===== config.mk =====
export PLATFORM = sky130hd
export DESIGN_NAME = sar_clkdiv
export DESIGN_NICKNAME = d
export VERILOG_FILES = /design/src/rtl/sar_clkdiv.sv
export SDC_FILE = /design/constraint.sdc
export NUM_CORES = 1
export LEC_CHECK = 0
export ABC_AREA = 1
export CELL_PAD_IN_SITES_DETAIL_PLACEMENT = 2
export CELL_PAD_IN_SITES_GLOBAL_PLACEMENT = 2
export CORE_ASPECT_RATIO = 2
export CORE_MARGIN = 10
export CORE_UTILIZATION = 31
export DETAILED_ROUTE_END_ITERATION = 7
export DONT_BUFFER_PORTS = 1
export GPL_TIMING_DRIVEN = 0
export HOLD_SLACK_MARGIN = 0.05
export PLACE_DENSITY = 0.77
export SYNTH_ARGS = -nofsm -noshare
export SYNTH_HDL_FRONTEND = slang
export SYNTH_SLANG_ARGS = --single-unit

===== constraint.sdc =====
create_clock -name clk -period 1.6 [get_ports clk]
set_input_delay 0.32 -clock clk [delete_from_list [all_inputs] [get_ports clk]]
set_output_delay 0.32 -clock clk [all_outputs]
set_load 0.01 [all_outputs]

===== src/rtl/sar_clkdiv.sv =====
module sar_clkdiv (
  input  logic       clk,
  input  logic       rst,
  input  logic [2:0] sel,
  input  logic       en,
  input  logic       idle,
  output logic       adc_clk,
  output logic       period_stb
);
  localparam int CW = 7;

  function automatic logic [CW-1:0] period_of(input logic [2:0] s);
    case (s)
      3'd0: period_of = 7'd2;
      3'd1: period_of = 7'd4;
      3'd2: period_of = 7'd6;
      3'd3: period_of = 7'd8;
      3'd4: period_of = 7'd12;
      3'd5: period_of = 7'd16;
      3'd6: period_of = 7'd32;
      default: period_of = 7'd64;
    endcase
  endfunction

  // high time counted in half system-clock cycles
  function automatic logic [CW-1:0] high2_of(input logic [2:0] s);
    case (s)
      3'd0: high2_of = 7'd3;
      3'd1: high2_of = 7'd6;
      3'd2: high2_of = 7'd9;
      3'd3: high2_of = 7'd12;
      3'd4: high2_of = 7'd18;
      3'd5: high2_of = 7'd22;
      3'd6: high2_of = 7'd38;
      default: high2_of = 7'd70;
    endcase
  endfunction

  logic          run, high_p, neg_q, stb_q;
  logic [2:0]    sel_q;
  logic [CW-1:0] cnt;

  wire           go   = en & ~idle;
  wire [CW-1:0]  per  = period_of(sel_q);
  wire [CW-1:0]  h2   = high2_of(sel_q);
  wire [CW-1:0]  hf   = h2 >> 1;
  wire           half = h2[0];
  wire           bnd  = ~run | (cnt == per - 7'd1);

  always_ff @(posedge clk or posedge rst) begin
    if (rst) begin
      run    <= 1'b0;
      high_p <= 1'b0;
      stb_q  <= 1'b0;
      sel_q  <= 3'd0;
      cnt    <= '0;
    end else begin
      stb_q <= 1'b0;
      if (bnd) begin
        cnt <= '0;
        if (go) begin
          run    <= 1'b1;
          sel_q  <= sel;
          high_p <= 1'b1;
          stb_q  <= 1'b1;
        end else begin
          run    <= 1'b0;
          high_p <= 1'b0;
        end
      end else begin
        cnt    <= cnt + 7'd1;
        high_p <= (cnt + 7'd1) < hf;
      end
    end
  end

  always_ff @(negedge clk or posedge rst) begin
    if (rst) neg_q <= 1'b0;
    else     neg_q <= high_p & half;
  end

  assign adc_clk    = high_p | neg_q;
  assign period_stb = stb_q;

  p_cnt_in_range_r1: assert property (@(posedge clk) disable iff (rst)
    run |-> (cnt < per));

  p_high_phase_len_r2: assert property (@(posedge clk) disable iff (rst)
    $fell(high_p) |-> (cnt == hf));

  p_sel_held_r4: assert property (@(posedge clk) disable iff (rst)
    !period_stb |-> $stable(sel_q));

  p_no_start_stopped_r5: assert property (@(posedge clk) disable iff (rst)
    (!run && !go) |=> !period_stb);

  p_strobe_high_r6: assert property (@(posedge clk) disable iff (rst)
    period_stb |-> high_p);

  p_strobe_single_r8: assert property (@(posedge clk) disable iff (rst)
    period_stb |=> !period_stb);
endmodule


# Word level (Yosys, flattened, before mapping)
# Cells that the tools add are included.
dict set report word_totals {
  register_bits 14
  input_bits 7
  out_inout_bits 2
  word_cells 30
}
dict set report classes {
  addsub 2
  order_cmp 1
  n_eq_ne 7
  n_mux 6
  bitwise 6
  n_reduce_logical 2
}
# cell n
set op_table {}
lappend op_table {{$pmux W7 S7} 2}
lappend op_table {{$eq A3 B3 Y1 const B} 3}
lappend op_table {{$add A7 B1 Y7 const B} 1}
lappend op_table {{$eq A7 B7 Y1} 1}
lappend op_table {{$lt A7 B6 Y1} 1}
lappend op_table {{$mux W7} 1}
lappend op_table {{$sub A7 B1 Y7 const B} 1}
lappend op_table {{$eq A3 B2 Y1 const B} 2}
lappend op_table {{$eq A3 B1 Y1 const B} 1}
lappend op_table {{$logic_not A3 Y1} 1}
lappend op_table {{$mux W1} 3}
lappend op_table {{$and A1 B1 Y1} 2}
lappend op_table {{$not A1 Y1} 2}
lappend op_table {{$or A1 B1 Y1} 2}
lappend op_table {{$reduce_and A2 Y1} 1}

# Depth between registers and ports, before layout
# Gate-level depths: netlist (run 1).
dict set report logic_depth {
  depth_word 6
  ltp_mapped 14
  mapped_depth_nobuf 14
}

==> impl_metrics.py, run 1 <==
metrics = {
    "die": {
        "core-area_sq_um": 2770,
        "die-height_microns": 95.9,
        "dieArea_sq_um": 5560,
        "pin_count": 9,
        "initial_core_util": 0.322,
        "row_count": 27,
        "fp.dieW_microns": 58.0,
    },
    "run_status": {
        "status": "finished with violations",
        "violations": "negative setup slack",
    },
    "sta": {
        "max_slew_margin": 0.570,
        "finClkSkew_ps": 18.4,
        "hold_viol_final": 0,
        "finalSetupTns_ps": -593,
        "final_critical_path_setup_slack_ps": -344,
        "tightest_slew_ps": 643,
        "maxSlewViolCount": 0,
        "setup_violations": 3,
        "rsz0062_at_grt": "yes",
    },
    "clock_network": {
        "htree_levels": 1,
        "cts_tree": "built",
        "clockRootBuffer": "clkbuf_8",
        "cts-buffers-inserted": 3,
        "insertion_delay_ps": 260,
        "cts.sinks": 14,
        "path_clk_slew_ps": 60,
        "clockBufferDepth": 2,
    },
    "setup_path": {
        "worst-setup-path-type": "reg -> out",
        "ff2ff_path_depth": 14,
        "endpoint_kind": "primary output",
        "cp_data_arrival_time_ps": 1620,
        "critical_path_buf_inv_count": 0,
        "worst_setup_path_start_kind": "flip-flop",
        "worstPathMaxFanout": 1,
        "ff2ff_setup_slack_ps": -230,
        "reg2reg_to": "high_p",
        "path_cells": "or2_4",
        "cpPeakStageDelay_ps": 320,
        "reg2reg_from": "cnt[0]",
        "critPathTopFamily": "flip-flops",
        "required_ps": 1280,
        "cp_slowest_cell": "dfrtn_1",
    },
    "place": {
        "routabilityCongestion": 0.777,
        "dp_slack_ps": -285,
        "port_buffers": 0,
        "dp_hpwl_microns": 2010,
    },
    "global_route": {
        "antenna_found_initial": 0,
        "grt_pass1_wl_microns": 4460,
        "grt_util_all_layers": 0.102,
        "grt_pass1_vias": 971,
        "grt-ovfl-total": 0,
        "grt_max_degree": 14,
    },
    "detailed_routing": {
        "avgRoutedWirePerCell_microns": 16.0,
        "drtAntennaViolNets": 0,
        "vias": 812,
        "drc": 0,
        "dr.pass1.iters": 2,
        "vias_per_cell": 4.98,
        "drt-initial-drc-count": 7,
        "wl_microns": 2610,
    },
    "synthesis": {
        "syn_nets": 136,
        "postSynthCellCount": 124,
        "synth_area_leaders": "dfrtp_1 36%, nand2_1 15%, inv_1 8.4%, nand3_1 7.8%, ha_1 7.0%",
        "ys.flop_type": "dfrtp_1",
        "synth.most_common_cell": "nand2_1",
        "synthArstFlopShare": 1.00,
        "synth_top_area_frac": 0.364,
        "syn_area_sq_um": 893,
        "yosysTopAreaCell": "dfrtp_1",
        "avgSynthCellArea_sq_um": 7.20,
        "yosys_register_bits": 14,
        "yosysWarningCount": 0,
        "synth_common_cells": "35 x nand2_1, 20 x inv_1, 16 x nor2_1, 14 x nand3_1, 13 x dfrtp_1",
        "synth_edf_count": 0,
        "ys_seq_area_frac": 0.392,
        "ys_types": 22,
    },
    "final_layout": {
        "diodes": 0,
        "layout-drive-gt1-share": 0.224,
        "nNetsFinal": 147,
        "regArea_sq_um": 354,
        "area_growth_pct": 20.9,
        "multi_input_area_sq_um": 492,
        "fill_cells": 339,
    },
    "power_and_ir_drop": {
        "clkPwrFrac": 0.148,
        "swShare": 0.442,
        "pwr-share-comb": 0.556,
        "p_total_mw": 2.02,
        "peakVddDrop_v": 0.000909,
        "leakage_nw": 0.578,
        "switching_power_mw": 0.894,
        "p_seq_frac": 0.295,
        "powerDensity_nw_per_um2": 1870,
        "internal-power_mw": 1.13,
    },
    "worst_hold_path": {
        "hold_end": "sel_q[1]",
        "hold_path_class": "in -> reg",
        "holdCritStartpoint": "sel[1]",
        "hold_path_depth": 2,
    },
    "run": {
        "drv_cap": 0,
    },
}
what timing repair did:
item | in CTS | in global routing
buffers inserted | 1 | 4
hold endpoints to repair | 13 | 0
cloned | 0 | 0
pin swaps | 1 | 0
hold buffers | 1 | 0
gates resized for setup | 4 | 11
endpoints found under the setup margin | 3 | 6
cell type report:
type                            instances  share of cell area
Sequential cell                        14               0.328
Tap cell                               29              0.0336
Multi-Input combinational cell         85               0.455
Clock buffer                            4              0.0417
Timing Repair Buffer                    6              0.0440
Inverter                               23              0.0800
Buffer                                  2              0.0174
worst max path at each step:
stage | cells after the start | startpoint | slack [ps] | end
3_5_place_dp | 14 | cnt[0] | -290 | high_p
5_1_grt | 14 | cnt[0] | -400 | high_p
6_report | 1 | neg_q | -340 | adc_clk
4_1_cts | 1 | neg_q | -350 | adc_clk
2_1_floorplan | 1 | neg_q | -50 | adc_clk
3_3_place_gp | 12 | cnt[0] | -230 | high_p
power by group through the flow:
stage / sequential (mW) / clock [mW] / combinational [mW]
floorplan: 0.555 / 0 / 0.747
global placement: 0.589 / 0 / 0.928
detailed placement: 0.597 / 0 / 0.971
CTS: 0.586 / 0.314 / 1.03
global route: 0.618 / 0.322 / 1.30
finish: 0.597 / 0.300 / 1.13
cell usage in the layout (no fill, tap or decap), types with 2 or more instances in the layout:
master,count
inv_2,3
nor2_4,2
clkbuf_8,3
nand2_1,34
dfrtp_1,10
ha_1,4
buf_4,6
nand3_1,13
nor2_1,14
nand2_2,3
dfrtp_2,3
a21oi_1,2
nand3_2,2
inv_1,19
stage by stage:
step / cell area [sq um] / instances / utilization / hold WS, ps
6_report: 1080 / 163 / 0.390 / 214
5_1_grt: 1080 / 163 / 0.390 / 220
4_1_cts: 1000 / 159 / 0.362 / 212
3_5_place_dp: 935 / 153 / 0.337 / 290
3_3_place_gp: 935 / 153 / 0.337 / 278
2_1_floorplan: 898 / 124 / - / 209
layer usage:
| layer | vias to the layer above | wire length [microns] | global-route usage |
|---|---|---|---|
| met5 | - | 0 | 0 |
| met4 | 0 | 44 | 0.0472 |
| met3 | 5 | 53 | 0.0158 |
| met2 | 10 | 1640 | 0.214 |
| met1 | 399 | 870 | 0.0875 |
| li1 | 398 | - | - |
logic make-up (layout without fill, tap and decap cells):
family,count (synthesis),in the layout,synth area share
AOI/OAI and AO/OA,4,4,0.0406
xor gates and xnor gates,2,2,0.0196
DFF,14,14,0.392
and+or+nand+nor,74,74,0.360
adders and majority gates,5,5,0.0700
buffers and inverters,25,35,0.118
registers in the layout, indices dropped and copies added, names as in the netlist:
register,count
run,1
neg_q,1
cnt,7
high_p,1
period_stb,1
sel_q,3
(Power assumes the default switching activity.)
==> inputs of run 2 (changes only) <==
--- a/config.mk
+++ b/config.mk
@@ -6,6 +6,7 @@
 export NUM_CORES = 1
 export LEC_CHECK = 0
 export ABC_AREA = 1
+export ABC_CLOCK_PERIOD_IN_PS = 1600
 export CELL_PAD_IN_SITES_DETAIL_PLACEMENT = 2
 export CELL_PAD_IN_SITES_GLOBAL_PLACEMENT = 2
 export CORE_ASPECT_RATIO = 2
@@ -16,6 +17,7 @@
 export GPL_TIMING_DRIVEN = 0
 export HOLD_SLACK_MARGIN = 0.05
 export PLACE_DENSITY = 0.77
+export SETUP_SLACK_MARGIN = 0.15
 export SYNTH_ARGS = -nofsm -noshare
 export SYNTH_HDL_FRONTEND = slang
 export SYNTH_SLANG_ARGS = --single-unit
==> impl_metrics.py, run 2 (same netlist as run 1, synthesis figures left out) <==
metrics = {
    "detailed_routing": {
        "drtAntennaViolNets": 0,
        "vias": 829,
        "routed.top_layer": "met4",
        "met1_length_microns": 980,
        "dr.pass1.iters": 2,
        "avgRoutedWirePerCell_microns": 16.9,
        "drt-initial-drc-count": 6,
        "vias_per_cell": 4.99,
        "wl_microns": 2810,
        "drc": 0,
        "wl_met3_microns": 38,
        "wl_met2_microns": 1720,
    },
    "setup_path": {
        "cpPeakStageDelay_ps": 320,
        "endpoint_kind": "primary output",
        "worstPathMaxFanout": 1,
        "path_cells": "or2_4",
        "cp_slowest_cell": "dfrtn_1",
        "required_ps": 1280,
        "cp_data_arrival_time_ps": 1620,
        "critical_path_buf_inv_count": 0,
        "worst_setup_path_start_kind": "flip-flop",
        "critPathTopFamily": "flip-flops",
        "worst-setup-path-type": "reg -> out",
    },
    "clock_network": {
        "cts-buffers-inserted": 3,
        "path_clk_slew_ps": 60,
        "htree_levels": 1,
        "cts_tree": "built",
        "insertion_delay_ps": 260,
        "clockRootBuffer": "clkbuf_8",
        "clockBufferDepth": 2,
        "cts.sinks": 14,
    },
    "global_route": {
        "grt_pass1_wl_microns": 4710,
        "grt_pass1_vias": 973,
        "grt_util_all_layers": 0.109,
        "grt_max_degree": 14,
        "grt-ovfl-total": 0,
        "antenna_found_initial": 0,
    },
    "run_status": {
        "status": "finished with violations",
        "violations": "negative setup slack",
    },
    "place": {
        "port_buffers": 0,
        "dp_hpwl_microns": 2030,
        "dpl.cell_count": 153,
        "routabilityCongestion": 0.819,
    },
    "sta": {
        "max_slew_margin": 0.582,
        "maxSlewViolCount": 0,
        "finClkSkew_ps": 17.1,
        "tightest_slew_ps": 625,
        "setup_violations": 2,
        "finalSetupTns_ps": -511,
        "rsz0062_at_grt": "yes",
        "final_critical_path_setup_slack_ps": -341,
        "whs_ps": 181,
        "hold_viol_final": 0,
    },
    "final_layout": {
        "finalNonFillerCells": 166,
        "final_common_cell": "nand2_1",
        "fill_cells": 340,
        "largest_register": "cnt",
        "largest_reg_flops": 7,
        "final_util": 0.409,
        "area_growth_pct": 26.9,
        "layout-drive-gt1-share": 0.270,
        "diodes": 0,
        "top_regs": "cnt: 7 flops, sel_q: 3 flops",
        "final_cell_mix": "34 x nand2_1, 19 x inv_1, 14 x nor2_1, 11 x nand3_1, 8 x dfrtp_1",
        "nNetsFinal": 150,
    },
    "power_and_ir_drop": {
        "leakage_nw": 0.600,
        "powerDensity_nw_per_um2": 1950,
        "p_total_mw": 2.21,
        "peakVddDrop_v": 0.000827,
    },
    "die": {
        "fp.dieW_microns": 58.0,
        "pin_count": 9,
        "core-area_sq_um": 2770,
        "dieArea_sq_um": 5560,
        "row_count": 27,
        "initial_core_util": 0.322,
        "die-height_microns": 95.9,
    },
    "run": {
        "drv_cap": 0,
    },
    "worst_hold_path": {
        "hold_path_class": "in -> reg",
    },
}
-- run 2: changes by cell type in the layout (fill, tap and decap cells not counted), sizes merged --
cell	change
buf	+3
-- run 2: per-stage QoR --
stage | area [sq um] | setup WS, ps
final | 1130 | -341
after global routing | 1130 | -358
after CTS | 1110 | -349
after detailed placement | 951 | -268
after global placement | 951 | -207
after floorplan | 915 | -53.5
-- run 2: area by class of cell --
cell class	count	area, sq um	area share
Multi-Input combinational cell	85	493	0.435
Sequential cell	14	357	0.315
Inverter	23	88.8	0.0784
Timing Repair Buffer	9	81.3	0.0717
Clock buffer	4	55.1	0.0486
Tap cell	29	36.3	0.0320
Buffer	2	22.5	0.0199
-- run 2: what timing repair did --
item | 4_1_cts | 5_1_grt
endpoints found under the hold margin | 13 | 0
endpoints found under the setup margin | 14 | 15
cloned | 1 | 0
pin swaps | 2 | 1
hold buffers | 1 | 0
buffers inserted | 7 | 0
gates resized for setup | 10 | 7
-- run 2: report_power, final --
group,switching [mW],internal (mW),leakage (nW)
sequential,0.137,0.478,0.175
combinational,0.672,0.570,0.397
clock,0.140,0.218,0.0288
-- run 2: final timing paths --
check,to,start,cells after the start,slack [ps]
max in group asynchronous,cnt[1],rst,2,470
hold reg to reg,sel_q[2],sel_q[2],3,600
hold / removal,sel_q[0],sel[0],2,180
min in group asynchronous,neg_q,rst,1,510
setup / recovery,adc_clk,neg_q,1,-340
setup reg to reg,high_p,cnt[1],12,-170
-- run 2: metal layers --
layer / global-route usage / up-vias
met5: 0 / -
met4: 0.0512 / 0
met3: 0.0158 / 7
met2: 0.226 / 11
met1: 0.0953 / 408
li1: - / 403
